--- src/rtl/tlb_pkg.sv ---
package tlb_pkg;
  localparam int ATTR_W = 6;

  typedef struct packed {
    logic glob;
    logic dirty;
    logic wt;
    logic cd;
    logic user;
    logic wr;
  } tlb_attr_t;
endpackage

--- src/rtl/tlb_way_match.sv ---
module tlb_way_match #(
  parameter int WAYS  = 4,
  parameter int TAG_W = 16
) (
  input  logic [WAYS-1:0]            valid_i,
  input  logic [WAYS-1:0][TAG_W-1:0] tags_i,
  input  logic [TAG_W-1:0]           tag_i,
  output logic [WAYS-1:0]            hit_vec_o
);
  for (genvar w = 0; w < WAYS; w++) begin : g_cmp
    assign hit_vec_o[w] = valid_i[w] && (tags_i[w] == tag_i);
  end
endmodule

--- src/rtl/tlb_victim.sv ---
module tlb_victim #(
  parameter int WAYS = 4,
  localparam int WAY_W = $clog2(WAYS),
  localparam int LVLS  = $clog2(WAYS)
) (
  input  logic [WAYS-1:0]  valid_i,
  input  logic [WAYS-1:0]  glob_i,
  input  logic [WAYS-2:0]  plru_i,
  output logic [WAY_W-1:0] victim_o
);
  logic [WAYS-1:0]  cand;
  logic [WAY_W-1:0] empty_way;
  logic [WAY_W-1:0] tree_way;

  always_comb begin
    empty_way = '0;
    for (int w = WAYS - 1; w >= 0; w--) begin
      if (!valid_i[w]) empty_way = WAY_W'(w);
    end
  end

  // non-global ways compete; an all-global set falls back to all ways
  always_comb begin
    cand = ~glob_i;
    if (cand == '0) cand = '1;
  end

  always_comb begin
    int   node;
    int   lo;
    int   span;
    logic l_any;
    logic r_any;
    logic go_r;
    node = 0;
    lo   = 0;
    for (int lvl = 0; lvl < LVLS; lvl++) begin
      span  = WAYS >> (lvl + 1);
      l_any = 1'b0;
      r_any = 1'b0;
      for (int w = 0; w < WAYS; w++) begin
        if (cand[w] && w >= lo && w < lo + span) l_any = 1'b1;
        if (cand[w] && w >= lo + span && w < lo + 2 * span) r_any = 1'b1;
      end
      go_r = plru_i[node] ? r_any : !l_any;
      if (go_r) lo = lo + span;
      node = 2 * node + 1 + int'(go_r);
    end
    tree_way = WAY_W'(lo);
  end

  assign victim_o = (&valid_i) ? tree_way : empty_way;
endmodule

--- src/rtl/tlb_xlate.sv ---
module tlb_xlate
  import tlb_pkg::*;
#(
  parameter int VPN_W = 20,
  parameter int PPN_W = 20,
  parameter int OFS_W = 12,
  parameter int SETS  = 16,
  parameter int WAYS  = 4,
  localparam int VA_W  = VPN_W + OFS_W,
  localparam int PA_W  = PPN_W + OFS_W,
  localparam int IDX_W = $clog2(SETS),
  localparam int TAG_W = VPN_W - IDX_W,
  localparam int WAY_W = $clog2(WAYS)
) (
  input  logic              clk_i,
  input  logic              rst_ni,
  input  logic              lk_valid_i,
  input  logic [VA_W-1:0]   lk_vaddr_i,
  input  logic              lk_write_i,
  input  logic              lk_user_i,
  output logic              lk_hit_o,
  output logic              lk_fault_o,
  output logic [PA_W-1:0]   lk_paddr_o,
  output logic [ATTR_W-1:0] lk_attr_o,
  input  logic              fill_valid_i,
  input  logic [VPN_W-1:0]  fill_vpn_i,
  input  logic [PPN_W-1:0]  fill_ppn_i,
  input  logic [ATTR_W-1:0] fill_attr_i,
  input  logic              inv_valid_i,
  input  logic              inv_all_i,
  input  logic [VPN_W-1:0]  inv_vpn_i
);
  logic [SETS-1:0][WAYS-1:0] vld_q;
  logic [SETS-1:0][WAYS-2:0] plru_q, plru_nxt;
  logic [WAYS-1:0][TAG_W-1:0] tag_q  [SETS];
  logic [WAYS-1:0][PPN_W-1:0] ppn_q  [SETS];
  tlb_attr_t [WAYS-1:0]       attr_q [SETS];

  function automatic logic [WAY_W-1:0] vec2idx(logic [WAYS-1:0] v);
    logic [WAY_W-1:0] r;
    r = '0;
    for (int w = 0; w < WAYS; w++) if (v[w]) r = WAY_W'(w);
    return r;
  endfunction

  function automatic logic [WAYS-2:0] plru_touch(logic [WAYS-2:0] b, logic [WAY_W-1:0] w);
    int   node;
    logic dir;
    node = 0;
    for (int lvl = 0; lvl < WAY_W; lvl++) begin
      dir     = w[WAY_W-1-lvl];
      b[node] = !dir;
      node    = 2 * node + 1 + int'(dir);
    end
    return b;
  endfunction

  // ---- lookup
  logic [VPN_W-1:0] lk_vpn;
  logic [IDX_W-1:0] lk_set;
  logic [WAYS-1:0]  lk_hvec;
  logic [WAY_W-1:0] lk_way;
  tlb_attr_t        lk_attr;
  logic             lk_match, lk_perm_bad, lk_clean_wr, lk_ok, lk_flt;

  assign lk_vpn = lk_vaddr_i[VA_W-1:OFS_W];
  assign lk_set = lk_vpn[IDX_W-1:0];

  tlb_way_match #(.WAYS(WAYS), .TAG_W(TAG_W)) u_lk_match (
    .valid_i  (vld_q[lk_set]),
    .tags_i   (tag_q[lk_set]),
    .tag_i    (lk_vpn[VPN_W-1:IDX_W]),
    .hit_vec_o(lk_hvec)
  );

  assign lk_way      = vec2idx(lk_hvec);
  assign lk_match    = |lk_hvec;
  assign lk_attr     = attr_q[lk_set][lk_way];
  assign lk_perm_bad = (lk_write_i && !lk_attr.wr) || (lk_user_i && !lk_attr.user);
  assign lk_clean_wr = lk_write_i && !lk_attr.dirty;
  assign lk_ok       = lk_valid_i && lk_match && !lk_perm_bad && !lk_clean_wr;
  assign lk_flt      = lk_valid_i && lk_match && lk_perm_bad;

  // ---- fill
  logic [IDX_W-1:0] fl_set;
  logic [WAYS-1:0]  fl_hvec, fl_glob;
  logic [WAY_W-1:0] fl_vict, fl_way;

  assign fl_set = fill_vpn_i[IDX_W-1:0];

  tlb_way_match #(.WAYS(WAYS), .TAG_W(TAG_W)) u_fl_match (
    .valid_i  (vld_q[fl_set]),
    .tags_i   (tag_q[fl_set]),
    .tag_i    (fill_vpn_i[VPN_W-1:IDX_W]),
    .hit_vec_o(fl_hvec)
  );

  always_comb begin
    for (int w = 0; w < WAYS; w++) fl_glob[w] = attr_q[fl_set][w].glob;
  end

  tlb_victim #(.WAYS(WAYS)) u_victim (
    .valid_i (vld_q[fl_set]),
    .glob_i  (fl_glob),
    .plru_i  (plru_q[fl_set]),
    .victim_o(fl_vict)
  );

  // refill of a resident page reuses its way
  assign fl_way = (|fl_hvec) ? vec2idx(fl_hvec) : fl_vict;

  // ---- single-page invalidate
  logic [IDX_W-1:0] iv_set;
  logic [WAYS-1:0]  iv_hvec;

  assign iv_set = inv_vpn_i[IDX_W-1:0];

  tlb_way_match #(.WAYS(WAYS), .TAG_W(TAG_W)) u_iv_match (
    .valid_i  (vld_q[iv_set]),
    .tags_i   (tag_q[iv_set]),
    .tag_i    (inv_vpn_i[VPN_W-1:IDX_W]),
    .hit_vec_o(iv_hvec)
  );

  // ---- replacement state
  always_comb begin
    plru_nxt = plru_q;
    if (lk_ok) plru_nxt[lk_set] = plru_touch(plru_q[lk_set], lk_way);
    if (fill_valid_i) plru_nxt[fl_set] = plru_touch(plru_nxt[fl_set], fl_way);
  end

  always_ff @(posedge clk_i or negedge rst_ni) begin
    if (!rst_ni) begin
      vld_q      <= '0;
      plru_q     <= '0;
      lk_hit_o   <= 1'b0;
      lk_fault_o <= 1'b0;
      lk_paddr_o <= '0;
      lk_attr_o  <= '0;
    end else begin
      plru_q     <= plru_nxt;
      lk_hit_o   <= lk_ok;
      lk_fault_o <= lk_flt;
      lk_paddr_o <= lk_ok ? {ppn_q[lk_set][lk_way], lk_vaddr_i[OFS_W-1:0]} : '0;
      lk_attr_o  <= lk_ok ? lk_attr : '0;
      if (inv_valid_i) begin
        for (int s = 0; s < SETS; s++) begin
          for (int w = 0; w < WAYS; w++) begin
            if (inv_all_i) begin
              if (!attr_q[s][w].glob) vld_q[s][w] <= 1'b0;
            end else if (IDX_W'(s) == iv_set && iv_hvec[w]) begin
              vld_q[s][w] <= 1'b0;
            end
          end
        end
      end
      if (fill_valid_i) vld_q[fl_set][fl_way] <= 1'b1;
    end
  end

  always_ff @(posedge clk_i) begin
    if (fill_valid_i) begin
      tag_q[fl_set][fl_way]  <= fill_vpn_i[VPN_W-1:IDX_W];
      ppn_q[fl_set][fl_way]  <= fill_ppn_i;
      attr_q[fl_set][fl_way] <= tlb_attr_t'(fill_attr_i);
    end
  end
endmodule

--- config.mk ---
export PLATFORM = sky130hd
export DESIGN_NAME = tlb_xlate
export DESIGN_NICKNAME = d
export VERILOG_FILES = /design/src/rtl/tlb_pkg.sv /design/src/rtl/tlb_way_match.sv /design/src/rtl/tlb_victim.sv /design/src/rtl/tlb_xlate.sv
export SDC_FILE = /design/constraint.sdc
export NUM_CORES = 2
export LEC_CHECK = 0
export BUFFER_PORTS_ARGS = -buffer_cell sky130_fd_sc_hd__clkbuf_2
export CORE_MARGIN = 2
export CORE_UTILIZATION = 55
export DETAILED_ROUTE_END_ITERATION = 6
export GPL_TIMING_DRIVEN = 1
export PLACE_DENSITY = 0.74
export SLEW_MARGIN = 20
export SYNTH_ARGS = -nofsm -noshare
export SYNTH_HDL_FRONTEND = slang
export SYNTH_SLANG_ARGS = --single-unit
--- constraint.sdc ---
create_clock -name clk_i -period 7.71 [get_ports clk_i]
set_clock_uncertainty 0.15 [all_clocks]
set_input_delay 1.1565 -clock clk_i [delete_from_list [all_inputs] [get_ports clk_i]]
set_output_delay 1.1565 -clock clk_i [all_outputs]
set_load 0.01 [all_outputs]
==> flow_summary.ini <==
[outcome]
status = finished with violations
violations = DRC

[critical_path]
critPathMaxFanout = 51
r2r_end = plru_q[7]$_DFF_PN0_
reg2regPathDepth = 18
r2r_setup_slack_ns = 1.85
critPathKind = in -> reg
critPathCapture = plru_q[7]$_DFF_PN0_
critPathArrivalTime_ns = 7.43
regToRegStartpoint = tag_q[9][20]$_DFFE_PP_
cp-end-kind = flop
cp.required_ns = 8.33
startpoint = lk_vaddr_i[15]
worstSetupStartpointType = input pin

[floorplan]
io_pins = 146
dieArea_sq_mm = 0.242
die_x_um = 492
coreArea_sq_mm = 0.236
initial_utilization = 0.554
row_count = 178
die_h_um = 492

[routing]
drt_wl_total_um = 414000
firstDrtPassIters = 7
viasPerCell = 7.50
detail-route-antenna-nets = 0
num_vias = 75500
wl_per_cell_um = 41.1
drc = 5
drt_iter0_drc = 12300

[sta]
slew_headroom = 0.249
setup_violations = 0
slew_violations = 0
timing.final.crit_share = 0.884
hold_viol_final = 0
whs_ns = 0.148
timing.final.ws_setup_ns = 0.894
max_freq_mhz = 147
max_slew.worst_pin.slew_ns = 1.13
rsz0062_at_grt = no
min_period_ns = 6.82

[logic_synthesis]
yosysSeqAreaShare = 0.646
synth_cell_types = 92
synth-seq-cells = 2840
synth_simple_gate_area_share = 0.0222
synth_flop_cell = edfxtp_1
synth_top_family_by_area = multiplexers
yosysWarnings = 0
synth_edf_count = 2688
synth_nets = 6492
syn_area_per_cell_sq_um = 20.5
synth_xor_area_frac = 0.0143
synth-adder-area-share = 0.0000766
synth_compound_area_frac = 0.0253
async_reset_ff_frac = 0.0535
synthesis.area_sq_mm = 0.131
synthMuxAreaShare = 0.274
syn_inst = 6386

[grt]
grt_start_max_net_pins = 99
grt_overflow = 0
grtUsageTotal = 0.343
grt_antenna_before_repair = 10
grt_pass1_wl_um = 580000
grt_pass1_vias = 75900

[clock_tree]
clkSlewWorstSetupHoldPaths_ns = 0.06
cts_sinks = 2840
worstSkewPairLatency_ns = 0.96
clk_path_buf_depth = 4
cts_tree = built
cts.htree.levels = 5
cts_root_buf = clkbuf_16
numCtsBuffers = 301
postCtsSetupRepairBufs = 0
cts_resized = 0
cts_hold_buffers = 0

[power_and_ir_drop]
swShare = 0.227
internal_power_mw = 26.5
comb_power_share = 0.090
power.density_mw_per_mm2 = 233
p_clk_frac = 0.412
p_seq_frac = 0.499
irDropWorstVdd_mv = 0.292
p_switching_mw = 7.81
power.leakage_nw = 47.4

[finish]
syn_to_final_growth_pct = 12.6
post-route-util = 0.624
nets = 6806
drive_gt1_frac = 0.361

[placement]
place_congestion = 0.982
place.detailed.hpwl_um = 237000
port-buffer-count = 145
preCtsSetupSlack_ns = 0.194

[min_path]
hold_class = in -> async

[run]
max-cap-violations = 0
stage by stage:
step	std cells	power (mW)	area, sq um	TNS (ns)
3_5_place_dp	9547	20.5	138000	0
4_1_cts	10100	34.4	147000	0
2_1_floorplan	6386	19.3	131000	-181.94
3_3_place_gp	9547	20.4	138000	0
5_1_grt	10100	35.1	147000	0
6_report	10100	34.4	147000	0
flip-flops by register name (all words and copies together) (netlist names):
register,flops
plru_q,48
attr_q,384
lk_hit_o,1
lk_fault_o,1
tag_q,1024
vld_q,64
ppn_q,1280
lk_paddr_o,32
lk_attr_o,6
layout by cell type, fill, tap and decap left out, types with 11 or more instances in the layout:
cell type / synthesis / final
buf_12: 0 / 103
clkbuf_16: 0 / 309
a21oi_1: 53 / 53
xnor2_1: 158 / 158
clkinv_2: 1 / 32
and2_1: 23 / 23
clkinv_1: 4 / 71
nor2b_1: 16 / 14
nor2_1: 146 / 96
a221oi_1: 11 / 11
dfrtp_1: 152 / 152
clkinvlp_4: 0 / 12
mux4_2: 1452 / 1452
nand4_1: 35 / 35
a21o_1: 66 / 66
nor2_4: 0 / 49
inv_1: 16 / 15
nand2b_1: 26 / 23
bufinv_16: 0 / 25
a211oi_1: 29 / 29
clkbuf_2: 0 / 116
clkbuf_8: 0 / 11
mux2_2: 54 / 54
nor3_1: 46 / 33
o21ai_0: 31 / 31
nand3_1: 63 / 63
nand2_1: 192 / 192
clkbuf_1: 219 / 55
and3_1: 12 / 12
o22ai_1: 91 / 91
mux2i_1: 256 / 256
xor2_1: 55 / 55
or3_1: 11 / 11
buf_4: 29 / 254
a22oi_1: 47 / 47
edfxtp_1: 2688 / 2688
worst min path at each step:
stage / from / to / slack (ns) / cells after the start
floorplan: vld_q[24]$_DFF_PN0_ / vld_q[24]$_DFF_PN0_ / 0.33 / 1
global route: rst_ni / lk_paddr_o[4]$_DFF_PN0_ / 0.19 / 1
global placement: vld_q[8]$_DFF_PN0_ / vld_q[8]$_DFF_PN0_ / 0.34 / 1
detailed placement: vld_q[57]$_DFF_PN0_ / vld_q[57]$_DFF_PN0_ / 0.36 / 1
finish: rst_ni / lk_paddr_o[4]$_DFF_PN0_ / 0.15 / 1
CTS: rst_ni / lk_paddr_o[4]$_DFF_PN0_ / 0.14 / 1
synth_stat cells, types with 63 or more instances:
cell type  count  area (sq um)
buf_1        152           571
edfxtp_1    2688         80700
nand2_1      192           721
o22ai_1       91           569
nor2_1       146           548
nand3_1       63           315
dfrtp_1      152          3800
mux2i_1      256          2560
a21o_1        66           495
mux4_2      1452         32700
xnor2_1      158          1380
clkbuf_1     219           822
power groups by stage:
stage / clock network (mW) / logic [mW] / registers [mW]
4_1_cts: 14.2 / 3.04 / 17.1
3_3_place_gp: 0 / 2.99 / 17.5
3_5_place_dp: 0 / 3.02 / 17.5
5_1_grt: 14.8 / 3.19 / 17.1
6_report: 14.1 / 3.08 / 17.1
2_1_floorplan: 0 / 1.86 / 17.4
logic make-up (layout without fill, tap and decap cells):
kind of cell / count (synthesis) / after routing
flops: 2840 / 2840
mux: 1763 / 1763
simple gates: 613 / 613
buf+inv: 499 / 1026
compound gates: 457 / 457
xor+xnor: 213 / 213
fa+ha+maj: 1 / 1
other cells: 0 / 3
cell type report:
type	count	area (sq um)
clock inverters	141	1300
inverters	24	108
multi-input cells	3047	44600
clock buffers	375	8090
well taps	3150	3940
diodes	3	7.51
flip-flops and latches	2840	84500
fillers	15600	88600
repair buffers	486	4710
worst max-delay path, stage by stage:
cell       delay, ns
buf_8           0.36
buf_4           0.48
buf_4           0.40
mux4_2          0.35
mux2i_1         0.34
xor2_1          0.22
nand2_1         0.12
a2111oi_0       0.46
nand4bb_1       0.50
o32ai_1         0.52
buf_4           0.22
a21o_1          0.17
buf_12          0.15
nand3_1         0.11
a211o_1         0.37
mux2_2          0.31
a2111oi_0       0.57
a211o_1         0.17
o41a_1          0.18
buf_4           0.17
o21ai_0         0.09
layer usage:
layer	GRT usage	up-vias	part of all wire
met1	0.451	39600	0.33
met3	0.0894	1321	0.13
met4	0.195	4	0.068
met5	0	-	0.000056
li1	-	28100	-
met2	0.526	6349	0.47
Power figures use the tool's default switching activity.
